## config.mk

```make
export PLATFORM = sky130hd
export DESIGN_NAME = panel_power_seq
export DESIGN_NICKNAME = d
export VERILOG_FILES = /design/src/rtl/panel_seq_pkg.sv /design/src/rtl/panel_seq_rom.sv /design/src/rtl/panel_delay_timer.sv /design/src/rtl/panel_seq_fsm.sv /design/src/rtl/panel_power_seq.sv
export SDC_FILE = /design/constraint.sdc
export NUM_CORES = 1
export LEC_CHECK = 0
export ABC_AREA = 1
export BUFFER_PORTS_ARGS = -buffer_cell sky130_fd_sc_hd__clkbuf_2
export CORE_UTILIZATION = 50
export DETAILED_ROUTE_END_ITERATION = 6
export PLACE_DENSITY = 0.67
export SLEW_MARGIN = 20
export SYNTH_ARGS = -nofsm -noshare
export SYNTH_HDL_FRONTEND = slang
export SYNTH_SLANG_ARGS = --single-unit
```

## constraint.sdc

```tcl
create_clock -name clk -period 5.25 [get_ports clk]
set_input_delay 0.2625 -clock clk [delete_from_list [all_inputs] [get_ports clk]]
set_output_delay 0.2625 -clock clk [all_outputs]
set_load 0.005 [all_outputs]
```

## src/rtl/panel_seq_pkg.sv

```systemverilog
package panel_seq_pkg;

    localparam int ADDR_W     = 8;
    localparam int DATA_W     = 16;
    localparam int LEN_W      = 2;
    localparam int UP_COUNT   = 16;
    localparam int DOWN_COUNT = 4;
    localparam int ROM_DEPTH  = UP_COUNT + DOWN_COUNT;
    localparam int IDX_W      = $clog2(ROM_DEPTH);

    typedef enum logic [1:0] {
        PWR_OFF     = 2'd0,
        PWR_RISING  = 2'd1,
        PWR_ON      = 2'd2,
        PWR_FALLING = 2'd3
    } pwr_phase_e;

    typedef struct packed {
        logic [ADDR_W-1:0] addr;
        logic [LEN_W-1:0]  len;
        logic [DATA_W-1:0] data;
        logic              pause_after;
        logic              fatal;
    } seq_entry_t;

    function automatic seq_entry_t mk(input logic [7:0] a, input logic [1:0] l,
                                      input logic [15:0] d, input logic p, input logic f);
        seq_entry_t e;
        e.addr        = a;
        e.len         = l;
        e.data        = d;
        e.pause_after = p;
        e.fatal       = f;
        return e;
    endfunction

    // Entries 0..UP_COUNT-1 form power-up, the rest power-down.
    function automatic seq_entry_t seq_rom_entry(input int idx);
        unique case (idx)
            0:  return mk(8'h00, 2'd0, 16'h0000, 1'b1, 1'b1);
            1:  return mk(8'h00, 2'd0, 16'h0000, 1'b1, 1'b1);
            2:  return mk(8'h00, 2'd0, 16'h0000, 1'b1, 1'b1);
            3:  return mk(8'hB0, 2'd1, 16'h0017, 1'b0, 1'b0);
            4:  return mk(8'hBC, 2'd1, 16'h0080, 1'b0, 1'b0);
            5:  return mk(8'h3B, 2'd1, 16'h0000, 1'b0, 1'b0);
            6:  return mk(8'hB0, 2'd1, 16'h0016, 1'b0, 1'b0);
            7:  return mk(8'hB8, 2'd2, 16'hFFF9, 1'b0, 1'b0);
            8:  return mk(8'h11, 2'd0, 16'h0000, 1'b0, 1'b0);
            9:  return mk(8'hBA, 2'd1, 16'h0001, 1'b0, 1'b0);
            10: return mk(8'h3A, 2'd1, 16'h0060, 1'b0, 1'b0);
            11: return mk(8'hC3, 2'd2, 16'h2040, 1'b0, 1'b0);
            12: return mk(8'hC4, 2'd2, 16'h60C0, 1'b0, 1'b0);
            13: return mk(8'hD3, 2'd2, 16'h0D0E, 1'b0, 1'b0);
            14: return mk(8'hD4, 2'd2, 16'h11A4, 1'b0, 1'b0);
            15: return mk(8'h29, 2'd0, 16'h0000, 1'b0, 1'b0);
            16: return mk(8'h28, 2'd0, 16'h0000, 1'b0, 1'b0);
            17: return mk(8'hB8, 2'd2, 16'h8002, 1'b0, 1'b0);
            18: return mk(8'h10, 2'd0, 16'h0000, 1'b0, 1'b0);
            19: return mk(8'hB0, 2'd1, 16'h0000, 1'b0, 1'b0);
            default: return mk(8'h00, 2'd0, 16'h0000, 1'b0, 1'b0);
        endcase
    endfunction

endpackage

```

## src/rtl/panel_seq_rom.sv

```systemverilog
module panel_seq_rom
    import panel_seq_pkg::*;
#(
    parameter int DEPTH = ROM_DEPTH,
    parameter int AW    = IDX_W
) (
    input  logic [AW-1:0] idx,
    output seq_entry_t    entry
);

    seq_entry_t table_q [DEPTH];

    for (genvar g = 0; g < DEPTH; g++) begin : g_row
        assign table_q[g] = seq_rom_entry(g);
    end

    always_comb begin
        if (int'(idx) < DEPTH) entry = table_q[idx];
        else                   entry = '0;
    end

endmodule

```

## src/rtl/panel_delay_timer.sv

```systemverilog
module panel_delay_timer #(
    parameter int CYCLES = 125000
) (
    input  logic clk,
    input  logic rst_n,
    input  logic load,
    output logic expired
);

    localparam int CW = (CYCLES > 1) ? $clog2(CYCLES) : 1;

    logic [CW-1:0] cnt;
    logic          armed;

    assign expired = armed && (cnt == '0);

    always_ff @(posedge clk or negedge rst_n) begin
        if (!rst_n) begin
            cnt   <= '0;
            armed <= 1'b0;
        end else if (load) begin
            cnt   <= CW'(CYCLES - 1);
            armed <= 1'b1;
        end else if (expired) begin
            armed <= 1'b0;
        end else if (armed) begin
            cnt <= cnt - 1'b1;
        end
    end

endmodule

```

## src/rtl/panel_seq_fsm.sv

```systemverilog
module panel_seq_fsm
    import panel_seq_pkg::*;
(
    input  logic             clk,
    input  logic             rst_n,
    input  logic             enable_req,
    input  logic             disable_req,
    input  logic             cmd_done,
    input  logic             cmd_fail,
    input  seq_entry_t       entry,
    input  logic             tmr_expired,
    output logic [IDX_W-1:0] idx,
    output logic             tmr_load,
    output logic             cmd_valid,
    output pwr_phase_e       phase,
    output logic             error
);

    localparam logic [IDX_W-1:0] UP_LAST  = IDX_W'(UP_COUNT - 1);
    localparam logic [IDX_W-1:0] DN_FIRST = IDX_W'(UP_COUNT);
    localparam logic [IDX_W-1:0] DN_LAST  = IDX_W'(ROM_DEPTH - 1);

    typedef enum logic [2:0] {
        OFF     = 3'd0,
        UP_CMD  = 3'd1,
        UP_WAIT = 3'd2,
        ON      = 3'd3,
        DN_CMD  = 3'd4
    } seq_state_e;

    seq_state_e       cur, nxt;
    logic [IDX_W-1:0] idx_n;
    logic             acc_q, acc_n;
    logic             err_n;

    always_comb begin
        nxt   = cur;
        idx_n = idx;
        acc_n = acc_q;
        err_n = error;
        unique case (cur)
            OFF: begin
                if (enable_req) begin
                    nxt   = UP_CMD;
                    idx_n = '0;
                    acc_n = 1'b0;
                    err_n = 1'b0;
                end
            end
            UP_CMD: begin
                if (cmd_done) begin
                    acc_n = acc_q | cmd_fail;
                    if (cmd_fail && entry.fatal) begin
                        nxt   = OFF;
                        err_n = 1'b1;
                    end else if (entry.pause_after) begin
                        nxt = UP_WAIT;
                    end else if (idx == UP_LAST) begin
                        if (acc_q || cmd_fail) begin
                            nxt   = OFF;
                            err_n = 1'b1;
                        end else begin
                            nxt = ON;
                        end
                    end else begin
                        idx_n = idx + 1'b1;
                    end
                end
            end
            UP_WAIT: begin
                if (tmr_expired) begin
                    nxt   = UP_CMD;
                    idx_n = idx + 1'b1;
                end
            end
            ON: begin
                if (disable_req) begin
                    nxt   = DN_CMD;
                    idx_n = DN_FIRST;
                end
            end
            DN_CMD: begin
                if (cmd_done) begin
                    if (idx == DN_LAST) nxt = OFF;
                    else                idx_n = idx + 1'b1;
                end
            end
            default: nxt = OFF;
        endcase
    end

    always_ff @(posedge clk or negedge rst_n) begin
        if (!rst_n) begin
            cur   <= OFF;
            idx   <= '0;
            acc_q <= 1'b0;
            error <= 1'b0;
        end else begin
            cur   <= nxt;
            idx   <= idx_n;
            acc_q <= acc_n;
            error <= err_n;
        end
    end

    always_comb begin
        cmd_valid = 1'b0;
        tmr_load  = 1'b0;
        phase     = PWR_OFF;
        unique case (cur)
            OFF:     phase = PWR_OFF;
            UP_CMD: begin
                phase     = PWR_RISING;
                cmd_valid = 1'b1;
                tmr_load  = cmd_done && entry.pause_after && !(cmd_fail && entry.fatal);
            end
            UP_WAIT: phase = PWR_RISING;
            ON:      phase = PWR_ON;
            DN_CMD: begin
                phase     = PWR_FALLING;
                cmd_valid = 1'b1;
            end
            default: phase = PWR_OFF;
        endcase
    end

endmodule

```

## src/rtl/panel_power_seq.sv

```systemverilog
module panel_power_seq
    import panel_seq_pkg::*;
#(
    parameter int DELAY_CYCLES = 125000
) (
    input  logic              clk,
    input  logic              rst_n,
    input  logic              enable_req,
    input  logic              disable_req,
    output logic              cmd_valid,
    output logic [ADDR_W-1:0] cmd_addr,
    output logic [LEN_W-1:0]  cmd_len,
    output logic [DATA_W-1:0] cmd_data,
    input  logic              cmd_done,
    input  logic              cmd_fail,
    output logic [1:0]        pwr_state,
    output logic              pwr_error
);

    logic [IDX_W-1:0] step;
    seq_entry_t       cur_entry;
    logic             tmr_load;
    logic             tmr_expired;
    pwr_phase_e       phase;

    panel_seq_rom #(
        .DEPTH (ROM_DEPTH),
        .AW    (IDX_W)
    ) u_rom (
        .idx   (step),
        .entry (cur_entry)
    );

    panel_delay_timer #(
        .CYCLES (DELAY_CYCLES)
    ) u_timer (
        .clk     (clk),
        .rst_n   (rst_n),
        .load    (tmr_load),
        .expired (tmr_expired)
    );

    panel_seq_fsm u_fsm (
        .clk         (clk),
        .rst_n       (rst_n),
        .enable_req  (enable_req),
        .disable_req (disable_req),
        .cmd_done    (cmd_done),
        .cmd_fail    (cmd_fail),
        .entry       (cur_entry),
        .tmr_expired (tmr_expired),
        .idx         (step),
        .tmr_load    (tmr_load),
        .cmd_valid   (cmd_valid),
        .phase       (phase),
        .error       (pwr_error)
    );

    assign cmd_addr  = cmd_valid ? cur_entry.addr : '0;
    assign cmd_len   = cmd_valid ? cur_entry.len  : '0;
    assign cmd_data  = cmd_valid ? cur_entry.data : '0;
    assign pwr_state = phase;

endmodule

```

==> summary.md, run 1 <==
| Metric | Value |
|---|---|
| Row count | `25` |
| Buffer type at the clock tree root | `sky130_fd_sc_hd__clkbuf_8` |
| Pin count of the biggest net entering global routing | `29` |
| Worst relative slew slack | `0.494` |
| Number of maximum-capacitance constraint violations | `0` |
| Max Fclk | `410 MHz` |
| First-pass GRT wire length | `9830 µm` |
| Diodes inserted | `0` |
| Mean post-synth cell area | `6.65 µm²` |
| Overall power after layout | `around 1.3 mW` |
| Drt total wl | `6150 µm` |
| Horizontal die dimension | `73.5 µm` |
| Post-route setup TNS | `0 ps` |
| Port bufs | `35` |
| Setup clock skew after layout | `9.91 ps` |
| Post-CTS clock slew at the launch and capture registers of the worst setup and hold paths | `100 ps` |
| Overflow left after global routing | `0` |
| Main combinational cell family by area after synthesis | `simple AND/OR/NAND/NOR gates` |
| Number of DRC markers after the initial detailed-route iteration | `110` |
| Die boundary height | `73.5 µm` |
| Static Leak | `approximately 1.5 nW` |
| Simple-gate share of the synthesized area | `0.434` |
| Worst IR Drop VDD | `218 µV` |
| H-tree Lvls | `1` |
| Fraction of the mapped netlist area in compound gates | `0.110` |
| Overall fraction of global-route tracks in use | `0.236` |
| Mapped Nets | `402` |
| Total power divided by cell area | `459 nW/µm²` |
| Total clock buffers created by CTS | `3` |
| Total vias in the final route | `2502` |
| RSZ-0062 raised after global routing | `no` |
| Data arrival time of the critical path | `2170 ps` |
| Flip-flop and latch count after synthesis | `28` |
| Sequential cell area fraction in the yosys report | `0.274` |
| Floorplan die area | `5400 µm²` |
| Commonest non-fill, non-tap cell in the layout | `sky130_fd_sc_hd__nand2_1` |
| Nets | `431` |
| CTS Buffer Depth | `2` |
| I/O pin total | `36` |
| CTS tree | `built` |
| Weighted congestion at the end of routability-driven global placement | `0.917` |
| Total standard cell area after synthesis | `~2600 µm²` |
| Run status | `finished, final reports clean` |
| Kind of path behind the tightest hold check | `input port to async pin` |
| Number of gates given a new drive strength after cts | `0` |
| Share of the cycle needed by the critical path after routing | `0.464` |
| Starting utilization of the core area | `0.530` |
| Via count of the first global-routing pass | `2048` |
| CTS hold repair buffers | `0` |
| Detailed placement HPWL | `4650 µm` |
| Mapped Cells | `roughly 380` |
| # placed instances | `475` |
| Transition time at the pin with the least slew margin | `758 ps` |
| Number of max-slew violations in the final report | `0` |
| CP required | `4990 ps` |
| Setup violations, final | `0` |
| Number of antenna violations at the first check in global routing | `0` |
| R2r worst-path depth | `10` |
| 1st-pass router iterations | `5` |
| Drt via density | `5.22` |
| Average detailed-routed wire length per instance | `12.8 µm` |
| Element type at the critical path start | `register` |
| Final period demand of the worst path | `2440 ps` |
| Routed Antenna Nets | `0` |
| Largest fanout of any net on the critical path | `26` |
| Share of layout cells above drive strength 1 | `0.163` |
| Unique masters post-synth | `40` |
| Non-filler cells, final | `~480` |
| Hold Violations, Final | `0` |
| Xor/xnor share of the synthesized area | `0.0240` |
| Critical setup path kind | `register to primary output` |
| Adder and majority gate portion of the synthesized area | `0.0588` |
| Nature of the critical path endpoint | `primary output` |
| Synth-to-layout area growth | `9.26%` |
| Most frequent cells in the layout | `sky130_fd_sc_hd__nand2_1 (106), sky130_fd_sc_hd__nor2_1 (54), sky130_fd_sc_hd__inv_1 (40)` |
| Total number of clock tree sinks | `28` |
| Yosys warns | `0` |
| Clock latency on the worst-skew pair | `270 ps` |
| Count of buffers added by post-CTS timing repair for setup | `0` |
| Post-synthesis mux area share | `0` |
| Total core area | `4820 µm²` |
| Final design area excluding fillers | `2790 µm²` |
| Area after detailed placement | `2740 µm²` |
| Remaining design rule violation count | `0` |
-- stage by stage --
| step | worst slack [ps] | hold WS, ps | utilization |
|---|---|---|---|
| floorplan | 3430 | -33.1 | - |
| global placement | 3110 | 346 | 0.568 |
| detailed placement | 3130 | 358 | 0.568 |
| CTS | 2810 | 48.9 | 0.579 |
| global route | 2620 | 76.0 | 0.579 |
| finish | 2810 | 18.1 | 0.579 |
-- registers in the layout, summed over array words and instances, names as in the netlist --
| register | flops |
|---|---|
| u_fsm.acc_q | 1 |
| u_fsm.cur | 3 |
| u_timer.armed | 1 |
| u_fsm.error | 1 |
| u_fsm.idx | 5 |
| u_timer.cnt | 17 |
-- worst max-delay path, stage by stage (launching register included) --
cell and delay, ps:
sky130_fd_sc_hd__dfrtp_1 840, sky130_fd_sc_hd__inv_1 260, sky130_fd_sc_hd__ha_1 280, sky130_fd_sc_hd__nand2_1 100, sky130_fd_sc_hd__a21oi_1 80, sky130_fd_sc_hd__a211oi_1 190, sky130_fd_sc_hd__clkbuf_2 160
-- logic make-up (layout without fill, tap and decap cells) --
family / Yosys count / in the layout
AOI/OAI and AO/OA: 49 / 49
xor gates and xnor gates: 7 / 7
adders and majority gates: 12 / 12
buffers and inverters: 55 / 83
DFF: 28 / 28
and+or+nand+nor: 233 / 233
-- metal layers --
metal | track usage | share of wire | vias to the layer above
li1 | - | - | 1283
met1 | 0.373 | 0.53 | 1162
met2 | 0.336 | 0.44 | 55
met3 | 0.0329 | 0.032 | 2
met4 | 0.0449 | 0.0047 | 0
met5 | 0 | 0 | -
-- path summary, 6_finish.rpt --
kind / start / end / slack (ps)
max in group asynchronous: rst_n / u_timer.cnt[2] / 4770
worst min-delay path: rst_n / u_fsm.cur[2] / 20
worst max-delay path: u_fsm.idx[2] / cmd_addr[4] / 2810
min in group clk: cmd_fail / u_fsm.acc_q / 330
worst min register to register: u_fsm.error / u_fsm.error / 490
worst max register to register: u_fsm.idx[3] / u_fsm.cur[1] / 3110
-- cell usage after synthesis (all sizes together) --
master | number | area (µm²)
nand2 | 116 | 480
nor2 | 62 | 288
inv | 43 | 166
nand3 | 39 | 218
dfrtp | 28 | 701
o21ai | 20 | 100
a21oi | 16 | 80.1
ha | 12 | 150
buf | 10 | 73.8
nand3b | 6 | 45.0
xor2 | 6 | 52.6
nand4 | 5 | 46.3
o211ai | 5 | 37.5
nor3 | 2 | 10.0
or2 | 2 | 12.5
a2111oi | 1 | 8.76
a211oi | 1 | 7.51
a21boi | 1 | 7.51
a311oi | 1 | 8.76
a31oi | 1 | 6.26
clkbuf | 1 | 3.75
clkinv | 1 | 8.76
nor3b | 1 | 7.51
o211a | 1 | 10.0
o21a | 1 | 7.51
o21bai | 1 | 7.51
xnor2 | 1 | 8.76
-- layout make-up --
cell class                      count  area (µm²)
Clock buffer                        4        55.1
Fill cell                         508        2030
Inverter                           44         175
Multi-Input combinational cell    301        1600
Sequential cell                    28         701
Tap cell                           67        83.8
Timing Repair Buffer               35         175
-- power by group --
part	total [mW]	switching, mW	leakage [nW]	internal [mW]
Sequential	0.400	0.114	0.335	0.286
Clock	0.133	0.0659	0.0288	0.0671
Combinational	0.749	0.490	1.11	0.259
Note: power is estimated with default switching activity, not from simulation.
==> run 2, diff against run 1 <==
--- a/config.mk
+++ b/config.mk
@@ -9,7 +9,7 @@
 export BUFFER_PORTS_ARGS = -buffer_cell sky130_fd_sc_hd__clkbuf_2
 export CORE_UTILIZATION = 50
 export DETAILED_ROUTE_END_ITERATION = 6
-export PLACE_DENSITY = 0.67
+export PLACE_DENSITY = 0.7
 export SLEW_MARGIN = 20
 export SYNTH_ARGS = -nofsm -noshare
 export SYNTH_HDL_FRONTEND = slang
==> constraint.sdc (replaced) <==
create_clock -name clk -period 2 [get_ports clk]
set_input_delay 0.1 -clock clk [delete_from_list [all_inputs] [get_ports clk]]
set_output_delay 0.1 -clock clk [all_outputs]
set_load 0.005 [all_outputs]
==> summary.md, run 2 (synthesis gave the netlist of run 1 again) <==
| Metric | Value |
|---|---|
| Run status | `finished, final reports clean (unchanged)` |
| Fillcell total | `471 (was 508)` |
| Data arrival time of the critical path | `1830 ps (was 2170 ps)` |
| Total vias in the final route | `2509 (was 2502)` |
| Max Fclk | `519 MHz` |
| Flip-flop count of the largest register after layout | `17 (unchanged)` |
| Worst relative slew slack | `0.524 (was 0.494)` |
| Drt via density | `5.06 (was 5.22)` |
| Setup slack of the worst register-to-register path | `150 ps (was 3110 ps)` |
| Share of the cycle needed by the critical path after routing | `0.964` |
| Worst IR Drop VDD | `725 µV (was 218 µV)` |
| Area of all sequential standard cells | `704 µm² (was 701 µm²)` |
| Die boundary height | `73.5 µm (unchanged)` |
| Critical setup path kind | `register to primary output (unchanged)` |
| Largest fanout of any net on the critical path | `6 (was 26)` |
| Commonest non-fill, non-tap cell in the layout | `sky130_fd_sc_hd__nand2_1 (unchanged)` |
| Static Leak | `1.57 nW (was 1.47 nW)` |
| CP required | `1900 ps (was 4990 ps)` |
| R2r worst-path depth | `9 (was 10)` |
| Final cell utilization of the core | `0.614 (was 0.579)` |
| Floorplan die area | `5400 µm² (unchanged)` |
| Final critical-path setup slack | `72.5 ps (was 2810 ps)` |
| Detailed placement HPWL | `4720 µm (was 4650 µm)` |
| CTS Buffer Depth | `2 (unchanged)` |
| Clock latency on the worst-skew pair | `270 ps (about the same)` |
| Remaining design rule violation count | `0 (unchanged)` |
| Total core area | `4820 µm² (unchanged)` |
| CTS tree | `built (unchanged)` |
| Total clock buffers created by CTS | `3 (unchanged)` |
| Buffer type at the clock tree root | `sky130_fd_sc_hd__clkbuf_8 (unchanged)` |
| Worst slack after detailed placement | `178 ps (was 3130 ps)` |
| Total number of clock tree sinks | `28 (unchanged)` |
| Row count | `25 (unchanged)` |
| Setup violations, final | `0 (unchanged)` |
| Number of maximum-capacitance constraint violations | `0 (unchanged)` |
| Most frequent cells in the layout | `sky130_fd_sc_hd__nand2_1 (106), sky130_fd_sc_hd__nor2_1 (54), sky130_fd_sc_hd__inv_1 (37) (was sky130_fd_sc_hd__nand2_1 (106), sky130_fd_sc_hd__nor2_1 (54), sky130_fd_sc_hd__inv_1 (40))` |
| 1st-pass router iterations | `4 (was 5)` |
| Number of max-slew violations in the final report | `0 (unchanged)` |
| Reg-to-Reg End | `u_timer.cnt[7] (was u_fsm.cur[1])` |
| Share of layout cells above drive strength 1 | `0.212 (was 0.163)` |
| Hold Crit Start | `cmd_fail` |
| Hold Violations, Final | `0 (unchanged)` |
| Overflow left after global routing | `0 (unchanged)` |
| Diodes inserted | `0 (unchanged)` |
| Synth-to-layout area growth | `15.8% (was 9.26%)` |
| Average detailed-routed wire length per instance | `12.3 µm (was 12.8 µm)` |
| Number of antenna violations at the first check in global routing | `0 (unchanged)` |
| Instance count along the most critical hold path | `3` |
| Horizontal die dimension | `73.5 µm (unchanged)` |
| Routed Antenna Nets | `0 (unchanged)` |
| Post-CTS clock slew at the launch and capture registers of the worst setup and hold paths | `100 ps (about the same)` |
| Drt total wl | `6090 µm (was 6150 µm)` |
| Kind of path behind the tightest hold check | `input port to register (was input port to async pin)` |
| Area after detailed placement | `2810 µm² (was 2740 µm²)` |
| Registers with the most flip-flops | `u_timer.cnt: 17 flops, u_fsm.idx: 5 flops, u_fsm.cur: 3 flops (unchanged)` |
| Weighted congestion at the end of routability-driven global placement | `0.916 (was 0.917)` |
| H-tree Lvls | `1 (unchanged)` |
| Starting utilization of the core area | `0.530 (unchanged)` |
| Transition time at the pin with the least slew margin | `714 ps (was 758 ps)` |
| First-pass GRT wire length | `10100 µm (was 9830 µm)` |
| Hold Path End | `u_fsm.acc_q` |
| Nature of the critical path endpoint | `primary output (unchanged)` |
| Number of DRC markers after the initial detailed-route iteration | `163 (was 110)` |
| Element type at the critical path start | `register (unchanged)` |
| Port bufs | `35 (unchanged)` |
| Setup clock skew after layout | `8.64 ps (was 9.91 ps)` |
| I/O pin total | `36 (unchanged)` |
| Reg2Reg Launch Point | `u_fsm.idx[1] (was u_fsm.idx[3])` |
| RSZ-0062 raised after global routing | `yes (was no)` |
| Area of the multi-input gates | `1630 µm² (was 1600 µm²)` |
| Via count of the first global-routing pass | `2268 (was 2048)` |
| Total power divided by cell area | `1180 nW/µm² (was 459 nW/µm²)` |
| Nets | `448 (was 431)` |
| Overall fraction of global-route tracks in use | `0.237 (was 0.236)` |
| Largest register by flop count | `u_timer.cnt (unchanged)` |
| Final period demand of the worst path | `~1900 ps` |
| Final design area excluding fillers | `2960 µm² (was 2790 µm²)` |
| Pin count of the biggest net entering global routing | `29 (unchanged)` |
## run 2: cell count changes in the layout (fill, tap and decap cells not counted), sizes merged
cell / delta
buf: +17
clkbuf: -1
dlygate4sd3: +1
## run 2: worst max-delay path by stage
stage                            start           end  slack, ps
after CTS                 u_fsm.idx[2]  cmd_data[12]          4
after global routing      u_fsm.idx[1]   cmd_addr[5]        -40
final                     u_fsm.idx[0]  cmd_data[12]         70
after detailed placement  u_fsm.idx[0]  u_fsm.idx[4]        180
after floorplan           u_fsm.idx[0]  u_fsm.idx[0]        310
after global placement    u_fsm.idx[0]  u_fsm.idx[4]        240
## run 2: layout make-up
| cell class | count | share of cell area |
|---|---|---|
| Multi-Input combinational cell | 301 | 0.551 |
| Clock buffer | 4 | 0.0186 |
| Timing Repair Buffer | 52 | 0.105 |
| Sequential cell | 28 | 0.238 |
| Tap cell | 67 | 0.0284 |
| Inverter | 44 | 0.0592 |
## run 2: where the power goes
part	internal, mW	switching [mW]
clock	0.176	0.174
combinational	0.796	1.36
sequential	0.756	0.233
## run 2: routing by layer
| layer | wire length [µm] | global-route usage | vias to the layer above |
|---|---|---|---|
| li1 | - | - | 1326 |
| met1 | 2780 | 0.298 | 1096 |
| met3 | 278 | 0.0247 | 8 |
| met2 | 2950 | 0.420 | 79 |
| met4 | 89 | 0.0833 | 0 |
| met5 | 0 | 0 | - |
## run 2: worst max-delay path: stages, from the launching register on
cell and delay [ps]:
sky130_fd_sc_hd__dfrtp_1 430, sky130_fd_sc_hd__ha_2 240, sky130_fd_sc_hd__ha_1 190, sky130_fd_sc_hd__or2_2 330
sky130_fd_sc_hd__nand2_4 120, sky130_fd_sc_hd__nor2_4 40, sky130_fd_sc_hd__o21a_1 100, sky130_fd_sc_hd__clkbuf_2 110
## run 2: repair_timing
action / in CTS / in global routing
pin swaps: 1 / 3
hold buffers: 1 / 0
endpoints found under the setup margin: 5 / 15
setup buffers: 1 / 5
gates resized for setup: 3 / 12
endpoints found under the hold margin: 28 / 0
## run 2: stage by stage
stage               std cells  hold WS [ps]  power (mW)  TNS (ps)
floorplan                 384          -196        2.50         0
global placement          485           178        3.03         0
detailed placement        485           185        3.04         0
CTS                       491           148        3.44         0
global route              496           197        3.84     -92.8
finish                    496           147        3.49         0
==> run 3, diff against run 2 <==
--- a/config.mk
+++ b/config.mk
@@ -7,9 +7,10 @@
 export LEC_CHECK = 0
 export ABC_AREA = 1
 export BUFFER_PORTS_ARGS = -buffer_cell sky130_fd_sc_hd__clkbuf_2
+export CORE_MARGIN = 8
 export CORE_UTILIZATION = 50
 export DETAILED_ROUTE_END_ITERATION = 6
-export PLACE_DENSITY = 0.7
+export PLACE_DENSITY = 0.74
 export SLEW_MARGIN = 20
 export SYNTH_ARGS = -nofsm -noshare
 export SYNTH_HDL_FRONTEND = slang
==> summary.md, run 3 (synthesis gave the netlist of run 1 again) <==
| Metric | Value |
|---|---|
| Run status | `finished, final reports clean (unchanged)` |
| Static Leak | `1.56 nW (was 1.57 nW)` |
| Largest stage delay on the critical path | `450 ps (was 430 ps)` |
| Worst IR Drop VDD | `447 µV (was 725 µV)` |
| Power share of the clock group | `0.126 (was 0.100)` |
| Post-CTS clock slew at the launch and capture registers of the worst setup and hold paths | `100 ps (about the same)` |
| Buffer type at the clock tree root | `sky130_fd_sc_hd__clkbuf_8 (unchanged)` |
| Clock latency on the worst-skew pair | `280 ps (was 270 ps)` |
| Number of max-slew violations in the final report | `0 (unchanged)` |
| Setup violations, final | `0 (unchanged)` |
| I/O pin total | `36 (unchanged)` |
| Total vias in the final route | `2636 (was 2509)` |
| First-pass GRT wire length | `11300 µm (was 10100 µm)` |
| Port bufs | `35 (unchanged)` |
| Largest fanout of any net on the critical path | `6 (unchanged)` |
| Crit-path slowest cell | `sky130_fd_sc_hd__dfrtp_2 (was sky130_fd_sc_hd__dfrtp_1)` |
| H-tree Lvls | `1 (unchanged)` |
| CTS Buffer Depth | `2 (unchanged)` |
| Drt via density | `5.30 (was 5.06)` |
| Final cell utilization of the core | `0.594 (was 0.614)` |
| Number of maximum-capacitance constraint violations | `0 (unchanged)` |
| Internal power | `1.81 mW (was 1.73 mW)` |
| Transition time at the pin with the least slew margin | `713 ps (was 714 ps)` |
| Share of the cycle needed by the critical path after routing | `0.982 (was 0.964)` |
| Average detailed-routed wire length per instance | `13.1 µm (was 12.3 µm)` |
| Largest register by flop count | `u_timer.cnt (unchanged)` |
| Horizontal die dimension | `87.5 µm (was 73.5 µm)` |
| Sequential group share of total power | `0.279 (was 0.283)` |
| Post-route setup TNS | `0 ps (unchanged)` |
| Worst slack after detailed placement | `69.5 ps (was 178 ps)` |
| Nets | `446 (was 448)` |
| Element type at the critical path start | `register (unchanged)` |
| Hold Violations, Final | `0 (unchanged)` |
| Share of layout cells above drive strength 1 | `0.218 (was 0.212)` |
| Diodes inserted | `0 (unchanged)` |
| Final design area excluding fillers | `2970 µm² (was 2960 µm²)` |
| Row count | `26 (was 25)` |
| Non-filler cells, final | `497 (was 496)` |
| Drt total wl | `6510 µm (was 6090 µm)` |
| Final period demand of the worst path | `1960 ps (was 1930 ps)` |
| Remaining design rule violation count | `0 (unchanged)` |
| Hold Crit Start | `cmd_fail (unchanged)` |
| Weighted congestion at the end of routability-driven global placement | `0.910 (was 0.916)` |
| Total power divided by cell area | `1220 nW/µm² (was 1180 nW/µm²)` |
| Total net switching power | `1.82 mW (was 1.76 mW)` |
| Critical setup path kind | `register to primary output (unchanged)` |
| Most frequent cells in the layout | `sky130_fd_sc_hd__nand2_1 (106), sky130_fd_sc_hd__nor2_1 (54), sky130_fd_sc_hd__inv_1 (38) (was sky130_fd_sc_hd__nand2_1 (106), sky130_fd_sc_hd__nor2_1 (54), sky130_fd_sc_hd__inv_1 (37))` |
| Registers with the most flip-flops | `u_timer.cnt: 17 flops, u_fsm.idx: 5 flops, u_fsm.cur: 3 flops (unchanged)` |
| Flip-flop count of the largest register after layout | `17 (unchanged)` |
| Setup clock skew after layout | `5.02 ps (was 8.64 ps)` |
| 1st-pass router iterations | `6 (was 4)` |
| Synth-to-layout area growth | `16.5% (was 15.8%)` |
| Worst relative slew slack | `0.525 (was 0.524)` |
| Floorplan die area | `7650 µm² (was 5400 µm²)` |
| Die boundary height | `87.5 µm (was 73.5 µm)` |
| Worst hold slack | `159 ps (was 147 ps)` |
| Number of DRC markers after the initial detailed-route iteration | `115 (was 163)` |
| Routed Antenna Nets | `0 (unchanged)` |
| Kind of path behind the tightest hold check | `input port to register (unchanged)` |
| Total number of clock tree sinks | `28 (unchanged)` |
| Final critical-path setup slack | `36.9 ps (was 72.5 ps)` |
| Series of cell instances along the critical path | `ha_2 > ha_1 > or2_2 > nand2_4 > nor2_4 > o21a_1 > clkbuf_2 (unchanged)` |
| Fraction of power spent switching nets | `0.502 (was 0.505)` |
| # placed instances | `487 (was 485)` |
| Nature of the critical path endpoint | `primary output (unchanged)` |
| Overall power after layout | `3.62 mW (was 3.49 mW)` |
| Total core area | `5010 µm² (was 4820 µm²)` |
| Data arrival time of the critical path | `1860 ps (was 1830 ps)` |
| Area after detailed placement | `2810 µm² (about the same)` |
| Commonest non-fill, non-tap cell in the layout | `sky130_fd_sc_hd__nand2_1 (unchanged)` |
| Reg2Reg Launch Point | `u_fsm.idx[0] (was u_fsm.idx[1])` |
| Pin count of the biggest net entering global routing | `29 (unchanged)` |
| Fillcell total | `484 (was 471)` |
| Via count of the first global-routing pass | `2449 (was 2268)` |
| RSZ-0062 raised after global routing | `yes (unchanged)` |
| Combinational group share of total power | `0.596 (was 0.617)` |
| CTS tree | `built (unchanged)` |
| Overflow left after global routing | `0 (unchanged)` |
| Number of antenna violations at the first check in global routing | `0 (unchanged)` |
| Detailed placement HPWL | `4930 µm (was 4720 µm)` |
| Max Fclk | `509 MHz (was 519 MHz)` |
| Overall fraction of global-route tracks in use | `0.179 (was 0.237)` |
| CP required | `1900 ps (about the same)` |
| Total clock buffers created by CTS | `3 (unchanged)` |
| Starting utilization of the core area | `0.510 (was 0.530)` |
| Critical path startpoint | `u_fsm.idx[0] (unchanged)` |
run 3: changes by cell type in the layout (fill, tap and decap cells not counted), sizes merged:
cell / change
buf: -3
bufinv: +1
run 3: critical path: cells and delay by family (launching register included):
family | cells | cell delay, ps
flops | 1 | 450
simple gates | 3 | 500
buf+inv | 1 | 100
fa+ha+maj | 2 | 440
compound gates | 1 | 90
run 3: power groups by stage:
| stage | Clock [mW] | Sequential, mW | Combinational [mW] |
|---|---|---|---|
| 2_1_floorplan | 0 | 0.950 | 1.55 |
| 3_3_place_gp | 0 | 1.01 | 1.98 |
| 3_5_place_dp | 0 | 1.02 | 2.02 |
| 4_1_cts | 0.466 | 0.991 | 2.08 |
| 5_1_grt | 0.484 | 1.03 | 2.45 |
| 6_report | 0.455 | 1.01 | 2.16 |
run 3: final timing paths:
kind,endpoint,depth (start not counted),slack (ps)
worst max-delay path,cmd_data[12],7,40
max in group asynchronous,u_fsm.idx[1],2,1100
worst min-delay path,u_fsm.acc_q,3,160
min in group asynchronous,u_fsm.acc_q,2,390
worst min register to register,u_fsm.error,2,480
worst max register to register,u_timer.cnt[8],9,130
run 3: area by class of cell:
type / instances / area [µm²] / area share
Clock buffer: 3 / 41.3 / 0.0139
Sequential cell: 28 / 709 / 0.239
Clock inverter: 1 / 30.0 / 0.0101
Multi-Input combinational cell: 301 / 1640 / 0.552
Inverter: 44 / 175 / 0.0589
Tap cell: 70 / 87.6 / 0.0294
Timing Repair Buffer: 50 / 290 / 0.0976
run 3: repair_timing:
| item | in CTS | in global routing |
|---|---|---|
| setup endpoints to repair | 18 | 27 |
| resized for setup | 3 | 13 |
| hold endpoints to repair | 28 | 0 |
| setup buffers | 4 | 1 |
| hold buffers | 1 | 0 |
| pin swaps | 0 | 2 |
run 3: routing by layer:
metal  part of all wire  up-vias  global-route usage
met2               0.47       64               0.298
met4             0.0083        0              0.0422
li1                   -     1323                   -
met5                  0        -                   0
met1               0.48     1245               0.238
met3              0.044        4              0.0217
